`config.mk`:
```
export PLATFORM = sky130hd
export DESIGN_NAME = tpd_ctrl
export DESIGN_NICKNAME = d
export VERILOG_FILES = /design/src/rtl/tpd_pkg.sv /design/src/rtl/tpd_decode.sv /design/src/rtl/tpd_lock.sv /design/src/rtl/tpd_resp.sv /design/src/rtl/tpd_ctrl.sv
export SDC_FILE = /design/constraint.sdc
export NUM_CORES = 1
export LEC_CHECK = 0
export BUFFER_PORTS_ARGS = -buffer_cell sky130_fd_sc_hd__buf_2
export CORE_ASPECT_RATIO = 1.2
export CORE_MARGIN = 2
export CORE_UTILIZATION = 30
export CTS_CLUSTER_DIAMETER = 30
export DETAILED_ROUTE_END_ITERATION = 10
export PLACE_DENSITY = 0.92
export SYNTH_ARGS = -nofsm -noshare
export SYNTH_HDL_FRONTEND = slang
export SYNTH_SLANG_ARGS = --single-unit
export TNS_END_PERCENT = 1
```
`constraint.sdc`:
```
create_clock -name clk -period 1.6 [get_ports clk]
set_input_delay 0 -clock clk [delete_from_list [all_inputs] [get_ports clk]]
set_output_delay 0 -clock clk [all_outputs]
set_load 0.02 [all_outputs]
```
`src/rtl/tpd_pkg.sv`:
```
// Shared constants and types for the trace power-down lock controller.
// Offsets are byte addresses; the lock key and offsets are fixed by the
// register map that software and debuggers decode.
package tpd_pkg;

    localparam int unsigned OFF_STATUS    = 32'h010;
    localparam int unsigned OFF_LOCK_ACC  = 32'h300;
    localparam int unsigned OFF_LOCK_STAT = 32'h304;
    localparam int unsigned OFF_PD_STAT   = 32'h314;
    localparam int unsigned OFF_CLAIM_SET = 32'hFA0;
    localparam int unsigned OFF_CLAIM_CLR = 32'hFA4;
    localparam int unsigned TRACE_LIMIT   = 32'h300;

    localparam logic [31:0] LOCK_KEY = 32'h5EC0_10CC;

    typedef enum logic [2:0] {
        CLS_TRACE,
        CLS_STATUS,
        CLS_LOCK_ACC,
        CLS_LOCK_STAT,
        CLS_PD_STAT,
        CLS_OTHER
    } reg_cls_e;

endpackage

```
`src/rtl/tpd_decode.sv`:
```
// Address classifier.
// Maps a register address onto the register class that decides gating and
// read data. Assumes byte addressing; a partial-word address matches nothing
// special and so falls into its range class.
module tpd_decode
    import tpd_pkg::*;
#(
    parameter int ADDR_W = 12
) (
    input  logic [ADDR_W-1:0] addr,
    output reg_cls_e          cls
);

    // Classify the address: local registers first, then trace-class ranges.
    always_comb begin
        if (addr == ADDR_W'(OFF_STATUS))
            cls = CLS_STATUS;
        else if (addr == ADDR_W'(OFF_LOCK_ACC))
            cls = CLS_LOCK_ACC;
        else if (addr == ADDR_W'(OFF_LOCK_STAT))
            cls = CLS_LOCK_STAT;
        else if (addr == ADDR_W'(OFF_PD_STAT))
            cls = CLS_PD_STAT;
        else if (addr < ADDR_W'(TRACE_LIMIT) ||
                 addr == ADDR_W'(OFF_CLAIM_SET) ||
                 addr == ADDR_W'(OFF_CLAIM_CLR))
            cls = CLS_TRACE;
        else
            cls = CLS_OTHER;
    end

endmodule

```
`src/rtl/tpd_lock.sv`:
```
// Lock state, drain handshake and sticky power-down flag.
// Full build: the lock is set by reset, the stop request follows the lock,
// and the idle bit is set one cycle after a drain acknowledge seen under the
// lock. Single-power build: no state, all outputs tied low.
// Assumes lock_wr and pd_rd are single-cycle access-phase strobes.
module tpd_lock #(
    parameter bit          FULL_PD = 1'b1,
    parameter int          DATA_W  = 32,
    parameter logic [31:0] KEY     = 32'h5EC0_10CC
) (
    input  logic              clk,
    input  logic              rst_n,
    input  logic              lock_wr,
    input  logic [DATA_W-1:0] lock_wdata,
    input  logic              pd_rd,
    input  logic              trc_idle,
    output logic              locked,
    output logic              idle_ok,
    output logic              sticky
);

    generate
        if (FULL_PD) begin : g_full
            logic locked_q;
            logic idle_q;
            logic sticky_q;
            logic locked_d;
            logic key_hit;

            assign key_hit = (lock_wdata == DATA_W'(KEY));

            // Next lock state from a key write; the lock holds otherwise.
            always_comb begin
                if (lock_wr)
                    locked_d = key_hit;
                else
                    locked_d = locked_q;
            end

            // Lock, idle and sticky registers; the lock and sticky bit come up set.
            always_ff @(posedge clk) begin
                if (!rst_n) begin
                    locked_q <= 1'b1;
                    idle_q   <= 1'b0;
                    sticky_q <= 1'b1;
                end else begin
                    locked_q <= locked_d;
                    idle_q   <= locked_d & (idle_q | (locked_q & trc_idle));
                    if (pd_rd)
                        sticky_q <= 1'b0;
                end
            end

            assign locked  = locked_q;
            assign idle_ok = idle_q;
            assign sticky  = sticky_q;

            assert_key_sets_lock_R4: assert property (@(posedge clk) disable iff (!rst_n)
                (lock_wr && key_hit) |=> locked);

            assert_clear_drops_stop_R8: assert property (@(posedge clk) disable iff (!rst_n)
                (lock_wr && !key_hit) |=> (!locked && !idle_ok));

            assert_idle_after_drain_R7: assert property (@(posedge clk) disable iff (!rst_n)
                $rose(idle_ok) |-> ($past(trc_idle) && $past(locked)));

            assert_sticky_read_clears_R9: assert property (@(posedge clk) disable iff (!rst_n)
                pd_rd |=> !sticky);
        end else begin : g_single
            assign locked  = 1'b0;
            assign idle_ok = 1'b0;
            assign sticky  = 1'b0;
        end
    endgenerate

endmodule

```
`src/rtl/tpd_resp.sv`:
```
// Access gating and response generation.
// Decides for each access phase whether it is refused, forwarded to the
// trace register file or answered locally, and builds the read data.
// Assumes a zero-wait register port: the response is combinational.
module tpd_resp
    import tpd_pkg::*;
#(
    parameter bit FULL_PD = 1'b1,
    parameter int DATA_W  = 32
) (
    input  logic              access,
    input  logic              pwrite,
    input  logic              pdbg,
    input  reg_cls_e          cls,
    input  logic              locked,
    input  logic              idle_ok,
    input  logic              sticky,
    input  logic [DATA_W-1:0] trc_rdata,
    output logic [DATA_W-1:0] prdata,
    output logic              pslverr,
    output logic              trc_acc,
    output logic              lock_wr,
    output logic              pd_rd
);

    localparam logic [DATA_W-1:0] SP_PD_STAT = DATA_W'(1);

    logic is_trace;
    logic blocked;

    // Refusal applies only to debugger accesses of trace-class registers under lock.
    always_comb begin
        is_trace = (cls == CLS_TRACE);
        blocked  = access & is_trace & pdbg & locked;
        pslverr  = blocked;
        trc_acc  = access & is_trace & ~blocked;
        lock_wr  = access & pwrite & (cls == CLS_LOCK_ACC);
        pd_rd    = access & ~pwrite & (cls == CLS_PD_STAT);
    end

    // Read data mux; writes and idle cycles return zero.
    always_comb begin
        prdata = '0;
        if (access && !pwrite) begin
            case (cls)
                CLS_TRACE:     prdata = blocked ? '0 : trc_rdata;
                CLS_STATUS:    prdata = DATA_W'({idle_ok, 1'b0});
                CLS_LOCK_STAT: prdata = FULL_PD ? DATA_W'({1'b1, 1'b0, locked, 1'b0}) : '0;
                CLS_PD_STAT:   prdata = FULL_PD ? DATA_W'({locked, 3'b000, sticky, 1'b1})
                                                : SP_PD_STAT;
                default:       prdata = '0;
            endcase
        end
    end

endmodule

```
`src/rtl/tpd_ctrl.sv`:
```
// Trace unit power-down lock controller, top level.
// Joins the address classifier, lock/handshake state and response logic
// behind an APB-style port with a debugger/processor requester flag.
// Assumes psel/penable follow the two-phase port protocol with no waits.
module tpd_ctrl
    import tpd_pkg::*;
#(
    parameter bit FULL_PD = 1'b1,
    parameter int ADDR_W  = 12,
    parameter int DATA_W  = 32
) (
    input  logic              clk,
    input  logic              rst_n,
    input  logic              psel,
    input  logic              penable,
    input  logic              pwrite,
    input  logic [ADDR_W-1:0] paddr,
    input  logic [DATA_W-1:0] pwdata,
    input  logic              pdbg,
    output logic [DATA_W-1:0] prdata,
    output logic              pready,
    output logic              pslverr,
    output logic              trc_acc,
    input  logic [DATA_W-1:0] trc_rdata,
    output logic              trc_stop,
    input  logic              trc_idle
);

    reg_cls_e cls;
    logic     access;
    logic     locked;
    logic     idle_ok;
    logic     sticky;
    logic     lock_wr;
    logic     pd_rd;

    assign access   = psel & penable;
    assign pready   = 1'b1;
    assign trc_stop = locked;

    tpd_decode #(.ADDR_W(ADDR_W)) u_decode (
        .addr (paddr),
        .cls  (cls)
    );

    tpd_lock #(.FULL_PD(FULL_PD), .DATA_W(DATA_W), .KEY(LOCK_KEY)) u_lock (
        .clk        (clk),
        .rst_n      (rst_n),
        .lock_wr    (lock_wr),
        .lock_wdata (pwdata),
        .pd_rd      (pd_rd),
        .trc_idle   (trc_idle),
        .locked     (locked),
        .idle_ok    (idle_ok),
        .sticky     (sticky)
    );

    tpd_resp #(.FULL_PD(FULL_PD), .DATA_W(DATA_W)) u_resp (
        .access    (access),
        .pwrite    (pwrite),
        .pdbg      (pdbg),
        .cls       (cls),
        .locked    (locked),
        .idle_ok   (idle_ok),
        .sticky    (sticky),
        .trc_rdata (trc_rdata),
        .prdata    (prdata),
        .pslverr   (pslverr),
        .trc_acc   (trc_acc),
        .lock_wr   (lock_wr),
        .pd_rd     (pd_rd)
    );

    assert_err_only_debugger_R5: assert property (@(posedge clk) disable iff (!rst_n)
        pslverr |-> (pdbg && psel && penable && trc_stop));

    assert_err_not_forwarded_R5: assert property (@(posedge clk) disable iff (!rst_n)
        pslverr |-> (!trc_acc && prdata == '0));

    assert_unmapped_quiet_R10: assert property (@(posedge clk) disable iff (!rst_n)
        (psel && penable && paddr >= ADDR_W'(TRACE_LIMIT) &&
         paddr != ADDR_W'(OFF_CLAIM_SET) && paddr != ADDR_W'(OFF_CLAIM_CLR))
        |-> (!pslverr && !trc_acc));

endmodule

```
==> metrics.csv, run 1 <==
metric,value,unit
outcome,finished with violations,
failed_checks,negative setup slack,
grt_overflow,0,
yosysSeqAreaShare,7.40,%
critPathKind,reg2out,
gr-usage-all-layers,19.0,%
ir_drop,0.319,mV
rsz0062_at_grt,yes,
hp-class,in2reg,
power.static_leakage,0.827,nW
cp_max_fo,2,
routed_via_density,5.03,
num_rows,20,
port_buffers,117,
wire_per_inst,11.9,um
crit_top_cell,a211oi_2,
cts_sinks,3,
grt_start_max_net_pins,29,
cap_violations,0,
async_flop_share,0,%
synth_common_cells,"and2_2 (21), and2_1 (8), nand4_1 (8)",
cp.required,1600,ps
p_total,412,uW
grt_pass1_vias,1186,
ys_top_cells_by_area,"and2_2 (19%), dfxtp_1 (7.4%), a211oi_1 (6.5%)",
ys.flop_type,dfxtp_1,
clock_latency,240,ps
fp.dieW,51.5,um
post_cts_buffers,0,
slowest_stage,or4b_4,
yosys.area_share.simple,66.3,%
fin_crit,1710,ps
critPathMaxStageDelay,460,ps
synthMuxAreaShare,0,%
ant_nets,0,
seq_area,61.3,um2
wirelength,3.19,mm
drt-initial-drc-count,21,
hpwl,2.75,mm
setup_violations,25,
start_util,31.8,%
drive_above_1_share,67.9,%
antenna_found_initial,0,
hold_end,u_lock.idle_ok$_SDFF_PN0_,
crit_path_end_kind,output pin,
syn_area,812,um2
path_clk_slew,40,ps
powerDensity,272,nW/um2
syn_avg_cell_area,7.38,um2
place_ws,-94.7,ps
fin_area,1520,um2
ys_ff_latch,3,
cts_root_buf,clkbuf_4,
fin_ws,-113,ps
postPlaceCellArea,1460,um2
synth.most_common_cell,and2_2,
routabilityCongestion,0.852,
dr.pass1.iters,4,
yosysTopAreaCell,and2_2,
cts_buffers,3,
r2r-start,u_lock.locked$_SDFF_PN1_,
drv_slew,0,
rr_worst_depth,3,
max_freq,584,MHz
synth_cell_type_count,36,
htreeDepth,1,
synth_top_family_by_area,simple AND/OR/NAND/NOR gates,
cp.arrival,1710,ps
fin_nets,318,
multi_input_comb_area,714,um2
synth_edf_count,0,
drc,0,
path_cells,"or4b_4, a211oi_2, o21ai_1, a211oi_2, buf_4",
hp-start,trc_idle,
skew,3.33,ps
die_area,3140,um2
synth_xor_xnor_area_share,0,%
n_fill_cell,244,
antenna_cells,0,
finalHoldViolCount,0,
period_share,107,%
syn_inst,110,
die_h,61.0,um
start_kind,register,
holdWs,121,ps
synthAdderAreaFrac,0,%
hold_depth,4,
r2r_setup_slack,770,ps
final_util,59.4,%
grt_pass1_wl,4.52,mm
cts_tree,done,
yosysWarningCount,0,
synth_fp_nets,193,
area_delta_synth_final,86.7,%
vias,1343,
r2r_end,u_lock.locked$_SDFF_PN1_,
synth-compound-area-share,19.6,%
coreArea,2550,um2
clock_path_buffers,2,
yosysTopAreaCellShare,19.4,%
ioPinCount,119,
==> report_power, final <==
| part | internal, mW | switching (mW) |
|---|---|---|
| clock network | 0.0937 | 0.0428 |
| logic | 0.111 | 0.0867 |
| registers | 0.0774 | 0.000862 |
| total | 0.282 | 0.130 |
==> per-layer routing <==
layer	routed length [um]	GRT usage (%)	up-vias
li1	-	-	667
met1	1040	14.8	605
met2	1850	43.4	69
met3	274	4.19	2
met4	19	6.77	0
met5	0	0	-
==> stage by stage <==
stage | std cells | TNS [ps]
floorplan | 110 | 0
finish | 267 | -481
global route | 267 | -3400
CTS | 267 | -774
detailed placement | 262 | -623
global placement | 262 | -240
==> repair_timing <==
item	CTS	global route
hold buffers	1	0
pin swaps	4	1
endpoints found under the hold margin	2	0
endpoints found under the setup margin	27	32
gates resized for setup	7	1
==> logic make-up (layout without fill, tap and decap cells) <==
logic type	Yosys count	in the layout
buf+inv	8	132
other cells	1	1
flops	3	3
compound gates	21	21
simple gates	77	77
==> worst max-delay path by stage <==
stage                                   start        end  cells after the start
global route        u_lock.idle_ok$_SDFF_PN0_  prdata[1]                      5
floorplan           u_lock.idle_ok$_SDFF_PN0_  prdata[1]                      4
detailed placement  u_lock.idle_ok$_SDFF_PN0_  prdata[1]                      5
finish              u_lock.idle_ok$_SDFF_PN0_  prdata[1]                      5
global placement    u_lock.idle_ok$_SDFF_PN0_  prdata[1]                      5
CTS                 u_lock.idle_ok$_SDFF_PN0_  prdata[1]                      5
==> layout make-up <==
class,count,area share (%)
Multi-Input combinational cell,99,47.1
Inverter,2,0.495
Sequential cell,3,4.04
Clock buffer,4,1.73
Tap cell,33,2.72
Timing Repair Buffer,126,43.9
==> worst max-delay path: cells and delay by family (launching register included) <==
kind            cells  cell delay (ps)
buf+inv             1              170
flops               1              320
simple gates        1              460
compound gates      3              530
==> cells in the final DEF (no fill, tap or decap), drive strengths merged, types with 3 or more instances in the layout <==
master	synthesis	final
buf	6	125
and2	29	29
nand4	8	8
nand2	7	7
a211oi	7	7
nor2	6	6
nor4	6	6
o2111ai	4	4
nor4bb	4	4
o21ai	4	4
clkbuf	0	4
nand3	3	3
dfxtp	3	3
==> state kept, by name, summed over array words and instances (netlist names) <==
signal,flops
u_lock.sticky,1
u_lock.idle_ok,1
u_lock.locked,1
(Power assumes the default switching activity.)
==> inputs of run 2 (changes only) <==
--- a/config.mk
+++ b/config.mk
@@ -11,7 +11,7 @@
 export CORE_UTILIZATION = 30
 export CTS_CLUSTER_DIAMETER = 30
 export DETAILED_ROUTE_END_ITERATION = 10
-export PLACE_DENSITY = 0.92
+export PLACE_DENSITY_LB_ADDON = 0.2
 export SYNTH_ARGS = -nofsm -noshare
 export SYNTH_HDL_FRONTEND = slang
 export SYNTH_SLANG_ARGS = --single-unit
==> run 2 against run 1 <==
Highest routed layer unchanged. Non-clock buffer count stayed put. Total power grew 1.1%. Core utilization rose by 2.5 points. Sequential power about the same. The run still ends with negative setup slack left. Fmax increased by 5.3%.
==> metrics.csv, run 2 (same netlist as run 1, synthesis figures left out) <==
metric,value,unit,change
outcome,finished with violations,,
setup_tns,-27.2,ps,+454 ps
cp.depth,5,,unchanged
cp_max_fo,2,,unchanged
instances_no_fill,267,,unchanged
routabilityCongestion,0.807,,-5.2%
cts_buffers,3,,unchanged
clock_path_buffers,2,,unchanged
failed_checks,negative setup slack,,
fin_nets,318,,unchanged
gr-usage-all-layers,18.8,%,-0.25 points
wirelength,3.26,mm,+2.4%
power.static_leakage,0.832,nW,+0.52%
drt-initial-drc-count,19,,-9.5%
htreeDepth,1,,unchanged
cp.arrival,1630,ps,-80 ps
ant_nets,0,,unchanged
layout_common_cells,"buf_2 (96), buf_4 (28), and2_2 (21)",,
p_total,417,uW,+1.1%
area_delta_synth_final,94.8,%,
routed_via_density,4.84,,-3.7%
grt_overflow,0,,unchanged
worstSetupEndpoint,prdata[1],,
antenna_cells,0,,unchanged
holdWs,126,ps,+4.69 ps
ioPinCount,119,,unchanged
slowest_stage,or4b_4,,
crit_path_end_kind,output pin,,
port_buffers,117,,unchanged
fin_area,1580,um2,+4.3%
placed_cells,262,,unchanged
hpwl,2.75,mm,+0.22%
crit_family,compound AO/OA/AOI/OAI gates,,
r2r_setup_slack,790,ps,+20 ps
postPlaceCellArea,1470,um2,+0.86%
path_clk_slew,40,ps,about the same
critical_path_buf_inv_count,1,,unchanged
vias,1293,,-3.7%
drive_above_1_share,68.8,%,+0.85 points
die_area,3140,um2,unchanged
period_share,102,%,-5.4 points
rr_worst_depth,2,,-1
powerDensity,264,nW/um2,-3.1%
crit_start,u_lock.idle_ok$_SDFF_PN0_,,
critPathMaxStageDelay,450,ps,about the same
n_fill_cell,238,,-2.5%
skew,0.0503,ps,-3.28 ps
rsz0062_at_grt,yes,,
cts_sinks,3,,unchanged
drc,0,,unchanged
setup_violations,1,,-96%
place_ws,-38.6,ps,+56.1 ps
finalHoldViolCount,0,,unchanged
clock_latency,230,ps,about the same
r2r-start,u_lock.locked$_SDFF_PN1_,,
fin_crit,1630,ps,-85.7 ps
use_met1,19.6,%,+4.8 points
cts_root_buf,clkbuf_4,,
final_common_cell,buf_2,,
grt_start_max_net_pins,29,,unchanged
path_cells,"or4b_4, a211oi_2, o21ai_1, a211oi_2, buf_4",,
grt_pass1_wl,4.58,mm,+1.4%
fin_ws,-27.2,ps,+85.7 ps
dr.pass1.iters,4,,unchanged
drv_slew,0,,unchanged
cp.required,1600,ps,about the same
hp-class,in2reg,,
antenna_found_initial,0,,unchanged
crit_top_cell,a211oi_2,,
busiest_layer,met2,,
ir_drop,0.244,mV,-23%
cap_violations,0,,unchanged
use_met3,2.22,%,-2.0 points
critPathKind,reg2out,,
coreArea,2550,um2,unchanged
start_util,31.8,%,unchanged
cts_tree,done,,
start_kind,register,,
grt_pass1_vias,1152,,-2.9%
hp-start,trc_idle,,
r2r_end,u_lock.idle_ok$_SDFF_PN0_,,
final_util,62.0,%,+2.5 points
fp.dieW,51.5,um,unchanged
wire_per_inst,12.2,um,+2.4%
die_h,61.0,um,unchanged
max_freq,615,MHz,+5.3%
met2_usage,38.6,%,-4.8 points
num_rows,20,,unchanged
[run 2: cell counts in the layout (fill, tap and decap cells not counted)]
Identical to the previous run, type by type.
[run 2: repair_timing]
item | in CTS | in global routing
resized for setup | 5 | 22
setup endpoints to repair | 1 | 32
pin swaps | 3 | 2
endpoints found under the hold margin | 2 | 0
buffers inserted | 0 | 0
hold buffers | 1 | 0
[run 2: final cells by class]
cell class	instances	area, um2	area share (%)
clock buffer	4	26.3	1.66
inverter	2	7.51	0.475
multi-input combinational	99	724	45.8
sequential	3	61.3	3.88
tap	33	41.3	2.61
timing repair buffer	126	721	45.6
[run 2: where the power goes]
| part | switching (mW) | total [mW] | internal [mW] |
|---|---|---|---|
| clock | 0.0414 | 0.135 | 0.0936 |
| sequential | 0.000708 | 0.0781 | 0.0774 |
| combinational | 0.0893 | 0.204 | 0.114 |
[run 2: worst min path at each step]
stage                                endpoint  slack [ps]  depth (start not counted)
floorplan            u_lock.locked$_SDFF_PN1_          70                          1
global placement     u_lock.locked$_SDFF_PN1_         210                          2
finish              u_lock.idle_ok$_SDFF_PN0_         130                          4
CTS                 u_lock.idle_ok$_SDFF_PN0_         120                          4
global route        u_lock.idle_ok$_SDFF_PN0_         150                          4
detailed placement   u_lock.locked$_SDFF_PN1_         210                          2
[run 2: worst register-to-register path, stage by stage (launching register included)]
cell and delay [ps]:
dfxtp_1 430, o21ai_0 170, a21oi_1 140
[run 2: per-layer routing]
metal	up-vias	part of all wire (%)
met5	-	0
met4	0	1.0
met3	4	10
met2	78	54
met1	540	35
li1	671	-
